## config.mk

```make
export PLATFORM = sky130hd
export DESIGN_NAME = seg_cache_loader
export DESIGN_NICKNAME = d
export VERILOG_FILES = /design/src/rtl/seg_pkg.sv /design/src/rtl/seg_desc_decode.sv /design/src/rtl/seg_load_ctrl.sv /design/src/rtl/seg_reg_bank.sv /design/src/rtl/seg_cache_loader.sv
export SDC_FILE = /design/constraint.sdc
export NUM_CORES = 1
export LEC_CHECK = 0
export BUFFER_PORTS_ARGS = -buffer_cell sky130_fd_sc_hd__buf_2
export CAP_MARGIN = 20
export CORE_AREA = 10 10 240 242
export CTS_CLUSTER_DIAMETER = 120
export DETAILED_ROUTE_END_ITERATION = 8
export DIE_AREA = 0 0 250 252
export HOLD_SLACK_MARGIN = 0.02
export PLACE_DENSITY = 0.7
export SLEW_MARGIN = 20
export SYNTH_ARGS = -nofsm -noshare
export SYNTH_HDL_FRONTEND = slang
export SYNTH_SLANG_ARGS = --single-unit
```

## constraint.sdc

```tcl
create_clock -name clk_i -period 2.1 [get_ports clk_i]
set_input_delay 0.21 -clock clk_i [delete_from_list [all_inputs] [get_ports clk_i]]
set_output_delay 0.21 -clock clk_i [all_outputs]
set_load 0.02 [all_outputs]
```

## src/rtl/seg_pkg.sv

```systemverilog
package seg_pkg;
  localparam logic [7:0]  ATTR_RW_DATA = 8'h93;
  localparam logic [31:0] LIMIT_RST    = 32'h0000_FFFF;

  typedef enum logic {ST_IDLE, ST_WAIT} ld_state_e;

  typedef struct packed {
    logic [31:0] base;
    logic [31:0] limit;
    logic [7:0]  attr;
    logic        present;
  } desc_t;
endpackage

```

## src/rtl/seg_desc_decode.sv

```systemverilog
module seg_desc_decode
  import seg_pkg::*;
(
  input  logic [63:0] desc_i,
  output desc_t       desc_o
);
  logic unused_rsvd;
  assign unused_rsvd = ^desc_i[55:53];

  always_comb begin
    desc_o.base    = desc_i[31:0];
    desc_o.attr    = desc_i[63:56];
    desc_o.present = desc_i[63];
    // granularity scales the 20-bit limit to 4 KB pages
    desc_o.limit   = desc_i[52] ? {desc_i[51:32], 12'hFFF} : {12'h000, desc_i[51:32]};
  end
endmodule

```

## src/rtl/seg_load_ctrl.sv

```systemverilog
module seg_load_ctrl
  import seg_pkg::*;
#(
  parameter int IDX_W = 3
) (
  input  logic             clk_i,
  input  logic             rst_ni,
  input  logic             load_req_i,
  input  logic             prot_en_i,
  input  logic [15:0]      sel_i,
  input  logic [IDX_W-1:0] idx_i,
  input  logic             tbl_valid_i,
  input  logic             present_i,
  output logic             tbl_req_o,
  output logic [12:0]      tbl_addr_o,
  output logic             wr_real_o,
  output logic             wr_desc_o,
  output logic [IDX_W-1:0] wr_idx_o,
  output logic [15:0]      wr_sel_o,
  output logic             done_o,
  output logic             fault_o
);
  ld_state_e        state_q;
  logic [15:0]      sel_q;
  logic [IDX_W-1:0] idx_q;
  logic             idle;

  assign idle       = (state_q == ST_IDLE);
  assign wr_real_o  = idle && load_req_i && !prot_en_i;
  assign wr_desc_o  = !idle && tbl_valid_i && present_i;
  assign wr_idx_o   = idle ? idx_i : idx_q;
  assign wr_sel_o   = idle ? sel_i : sel_q;
  assign tbl_req_o  = !idle;
  assign tbl_addr_o = sel_q[15:3];

  always_ff @(posedge clk_i or negedge rst_ni) begin
    if (!rst_ni) begin
      state_q <= ST_IDLE;
      sel_q   <= '0;
      idx_q   <= '0;
      done_o  <= 1'b0;
      fault_o <= 1'b0;
    end else begin
      done_o  <= wr_real_o || wr_desc_o;
      fault_o <= !idle && tbl_valid_i && !present_i;
      if (idle) begin
        if (load_req_i && prot_en_i) begin
          state_q <= ST_WAIT;
          sel_q   <= sel_i;
          idx_q   <= idx_i;
        end
      end else if (tbl_valid_i) begin
        state_q <= ST_IDLE;
      end
    end
  end
endmodule

```

## src/rtl/seg_reg_bank.sv

```systemverilog
module seg_reg_bank
  import seg_pkg::*;
#(
  parameter int NUM_SEGS = 6,
  parameter int CODE_IDX = 1,
  parameter int IDX_W    = 3
) (
  input  logic                   clk_i,
  input  logic                   rst_ni,
  input  logic                   wr_real_i,
  input  logic                   wr_desc_i,
  input  logic [IDX_W-1:0]       wr_idx_i,
  input  logic [15:0]            wr_sel_i,
  input  desc_t                  desc_i,
  output logic [NUM_SEGS*16-1:0] sel_o,
  output logic [NUM_SEGS*32-1:0] base_o,
  output logic [NUM_SEGS*32-1:0] limit_o,
  output logic [NUM_SEGS*8-1:0]  attr_o
);
  for (genvar i = 0; i < NUM_SEGS; i++) begin : g_seg
    logic hit;
    assign hit = (wr_idx_i == IDX_W'(i));

    always_ff @(posedge clk_i or negedge rst_ni) begin
      if (!rst_ni) begin
        sel_o[i*16 +: 16]  <= '0;
        base_o[i*32 +: 32] <= '0;
        limit_o[i*32 +: 32] <= LIMIT_RST;
        attr_o[i*8 +: 8]   <= ATTR_RW_DATA;
      end else if (hit && wr_real_i) begin
        // real-mode load: base only, limit kept
        sel_o[i*16 +: 16]  <= wr_sel_i;
        base_o[i*32 +: 32] <= {12'h000, wr_sel_i, 4'h0};
        if (i == CODE_IDX) attr_o[i*8 +: 8] <= ATTR_RW_DATA;
      end else if (hit && wr_desc_i) begin
        sel_o[i*16 +: 16]   <= wr_sel_i;
        base_o[i*32 +: 32]  <= desc_i.base;
        limit_o[i*32 +: 32] <= desc_i.limit;
        attr_o[i*8 +: 8]    <= desc_i.attr;
      end
    end
  end
endmodule

```

## src/rtl/seg_cache_loader.sv

```systemverilog
module seg_cache_loader
  import seg_pkg::*;
#(
  parameter int NUM_SEGS = 6,
  parameter int CODE_IDX = 1,
  localparam int IDX_W   = $clog2(NUM_SEGS)
) (
  input  logic                   clk_i,
  input  logic                   rst_ni,
  input  logic                   load_req_i,
  input  logic [15:0]            sel_i,
  input  logic [IDX_W-1:0]       seg_idx_i,
  input  logic                   prot_en_i,
  output logic                   tbl_req_o,
  output logic [12:0]            tbl_addr_o,
  input  logic                   tbl_valid_i,
  input  logic [63:0]            tbl_data_i,
  output logic [NUM_SEGS*16-1:0] sel_o,
  output logic [NUM_SEGS*32-1:0] base_o,
  output logic [NUM_SEGS*32-1:0] limit_o,
  output logic [NUM_SEGS*8-1:0]  attr_o,
  output logic                   done_o,
  output logic                   fault_o
);
  desc_t            desc;
  logic             wr_real, wr_desc;
  logic [IDX_W-1:0] wr_idx;
  logic [15:0]      wr_sel;

  seg_desc_decode u_dec (
    .desc_i (tbl_data_i),
    .desc_o (desc)
  );

  seg_load_ctrl #(.IDX_W(IDX_W)) u_ctrl (
    .clk_i       (clk_i),
    .rst_ni      (rst_ni),
    .load_req_i  (load_req_i),
    .prot_en_i   (prot_en_i),
    .sel_i       (sel_i),
    .idx_i       (seg_idx_i),
    .tbl_valid_i (tbl_valid_i),
    .present_i   (desc.present),
    .tbl_req_o   (tbl_req_o),
    .tbl_addr_o  (tbl_addr_o),
    .wr_real_o   (wr_real),
    .wr_desc_o   (wr_desc),
    .wr_idx_o    (wr_idx),
    .wr_sel_o    (wr_sel),
    .done_o      (done_o),
    .fault_o     (fault_o)
  );

  seg_reg_bank #(.NUM_SEGS(NUM_SEGS), .CODE_IDX(CODE_IDX), .IDX_W(IDX_W)) u_bank (
    .clk_i     (clk_i),
    .rst_ni    (rst_ni),
    .wr_real_i (wr_real),
    .wr_desc_i (wr_desc),
    .wr_idx_i  (wr_idx),
    .wr_sel_i  (wr_sel),
    .desc_i    (desc),
    .sel_o     (sel_o),
    .base_o    (base_o),
    .limit_o   (limit_o),
    .attr_o    (attr_o)
  );
endmodule

```

==> results by group <==
Floorplanning
  • Die width: 250 um
  • Die area: 0.0630 sq mm
  • Die height: 252 um
  • Starting density of the core: 0.401
  • Core region area: 0.0524 sq mm
  • Number of top-level pins: 632
  • Row cnt: 84

Final layout
  • Finished Layout Cells: 2761
  • Fin util: 0.534
  • Layout cell share with drive strength beyond 1: 0.632
  • Synthesis-to-layout area growth: 33.4%
  • Fin area: 0.0280 sq mm
  • Final net count: 2113

Power
  • Worst vdd ir: 0.00106 V
  • Power per cell area: 1430 mW/mm^2
  • P_leak: 14.3 nW
  • Final Power: 40.0 mW

STA
  • Total negative slack: 0 ps
  • Max-slew violation count: 0
  • Min cycle time layout: 2000 ps
  • Slew headroom: 0.565
  • Fmax: 499 MHz
  • Endpoints failing setup: 0
  • RSZ-0062 raised after global routing: false
  • Worst-margin pin slew: 653 ps
  • Fin. Hold Viols: 0
  • Min Hold Slack: 48.8 ps
  • Setup WS post-layout: 95.0 ps
  • Setup Skew: 19.7 ps
  • Tcrit/Tclk final: 0.955

CTS
  • Clk_lat worst skew: 610 ps
  • TritonCTS clock tree: done
  • Clk sink count: 550
  • Clk slew on worst S/H paths: 60 ps
  • Max Root-Sink Buffers: 3
  • TritonCTS buffer count: 57
  • Htree depth: 2
  • Root Buffer: clkbuf_16

Flow run
  • Max cap viols: 0

Yosys
  • Primary FF master, synth: dfrtp_1
  • Synth Register Bits: 550
  • Distinct cells, synth: 31
  • Register area share after synthesis: 0.662
  • Syn avg cell area: 15.9 sq um
  • Post-synth EDFFs: 0
  • Syn Nets: 1413
  • Mapped cell area: 0.0210 sq mm
  • Post-synth ARST share: 1.00
  • Cells after Synth: 1325
  • Yosys warning count: 0

Place
  • Hpwl dp: 54000 um
  • Placed Instances: 2611
  • Setup WS pre-CTS: 94.6 ps
  • Placed Area: 0.0255 sq mm
  • GPL Wtd Cong: 0.874
  • Port buffer count: 628

Status
  • Status: complete, no violations

Critical path
  • Arr. time, crit path: 2490 ps
  • Critical Path RT: 2590 ps
  • Critical path endpoint category: flop
  • CP Launch Type: flop
  • Worst Path Max Fanout: 24
  • R2R depth: 6
  • CP Class: reg2reg

Drt
  • 1st-pass router iterations: 5
  • DRC viols: 0
  • Final WL: 74700 um
  • Initial drt markers: 1038
  • Vias: 15100
  • Routed len/inst: 27.0 um
  • Drt via density: 5.45
  • Post-route ant nets: 0

Global route
  • Vias in the first global route: 16100
  • First-pass GRT wire length: 111000 um
  • Largest net degree at the start of global routing: 88
  • Total track usage: 0.229
  • Global route overflow: 0
  • Initial antenna violation count: 2

Worst hold path
  • Worst hold path class: in2reg
  • Hold depth: 3
-- kinds of logic (layout without fill, tap and decap cells) --
family | Yosys count | count (layout) | share of synthesized area
buffers and inverters | 104 | 851 | 0.0249
and+or+nand+nor | 79 | 79 | 0.0239
DFF | 550 | 550 | 0.662
AOI/OAI and AO/OA | 226 | 226 | 0.0930
muxes | 366 | 366 | 0.196
other | 0 | 1 | 0
-- sequential cells by signal (all words and copies together) (netlist names) --
name / flops
u_bank.limit_o: 192
u_bank.base_o: 192
u_ctrl.idx_q: 3
u_ctrl.tbl_req_o: 1
u_bank.sel_o: 96
u_ctrl.sel_q: 16
u_ctrl.done_o: 1
u_bank.attr_o: 48
u_ctrl.fault_o: 1
-- per-layer routing --
metal  track usage  vias up  share of wire
met4         0.109        2          0.045
li1              -     6291              -
met5             0        -        0.00017
met3        0.0550      180          0.076
met1         0.278     7833           0.39
met2         0.380      747           0.49
-- final timing paths --
| check | from | endpoint | slack [ps] |
|---|---|---|---|
| hold reg to reg | u_bank.attr_o[12] | u_bank.attr_o[12] | 470 |
| hold / removal | tbl_data_i[26] | u_bank.base_o[58] | 50 |
| setup reg to reg | u_ctrl.tbl_req_o | u_bank.sel_o[13] | 100 |
| max in group asynchronous | rst_ni | u_bank.base_o[77] | 1010 |
| setup / recovery | u_ctrl.tbl_req_o | u_bank.sel_o[13] | 100 |
| min in group asynchronous | rst_ni | u_bank.sel_o[20] | 140 |
-- area by class of cell --
| type | instances | area, sq um |
|---|---|---|
| fill | 4302 | 24400 |
| sequential | 550 | 13900 |
| multi-input combinational | 671 | 6720 |
| timing repair buffer | 741 | 4460 |
| clock buffer | 76 | 1640 |
| tap | 688 | 861 |
| clock inverter | 30 | 419 |
| inverter | 4 | 15.0 |
| antenna | 1 | 2.50 |
-- power by group --
group	internal (mW)	switching (mW)	total, mW
Clock	6.62	4.30	10.9
Sequential	14.3	1.99	16.3
Combinational	4.79	8.05	12.8
-- placed cells by master (no fill, tap or decap), drive strengths merged, types with 2 or more instances in the layout --
| cell type | n |
|---|---|
| clkbuf | 76 |
| o2bb2ai | 96 |
| o21ai | 5 |
| a2bb2oi | 3 |
| nand2b | 6 |
| nor2 | 7 |
| a22o | 112 |
| a32o | 4 |
| bufinv | 9 |
| dlygate4sd3 | 43 |
| clkinvlp | 2 |
| inv | 8 |
| and4b | 2 |
| nand2 | 17 |
| clkinv | 15 |
| o22ai | 6 |
| nand3 | 3 |
| or2 | 19 |
| dfrtp | 430 |
| and2 | 13 |
| dfstp | 120 |
| nor4b | 4 |
| buf | 698 |
| mux2 | 366 |
| and4bb | 4 |
-- repair_timing --
item                                   4_1_cts  5_1_grt
setup buffers                                0        0
resized for setup                            0        0
endpoints found under the hold margin      396        0
hold buffers                                43        0
-- cell usage after synthesis (all sizes together), types with 2 or more instances --
library cell  number  area, sq um
o2bb2ai           96          841
a2bb2oi            3         26.3
and2              13         81.3
a22o             112          981
clkbuf            21         78.8
o22ai              6         37.5
a32o               4         40.0
mux2             366         4120
and4b              2         20.0
nand2             17         63.8
dfrtp            430        10800
nor2               7         26.3
nor4b              4         53.8
o21ai              5         28.8
and4bb             4         50.1
nand2b             6         37.5
or2               19          119
nand3              3         15.0
inv                4         15.0
dfstp            120         3150
buf               79          429
-- worst max-delay path, stage by stage (launching register included) --
cell and delay, ps:
dfrtp_2 440, buf_4 210, nor3b_4 270, buf_12 240
o22ai_4 100, buf_4 260, mux2_1 360
Note: power is estimated with default switching activity, not from simulation.
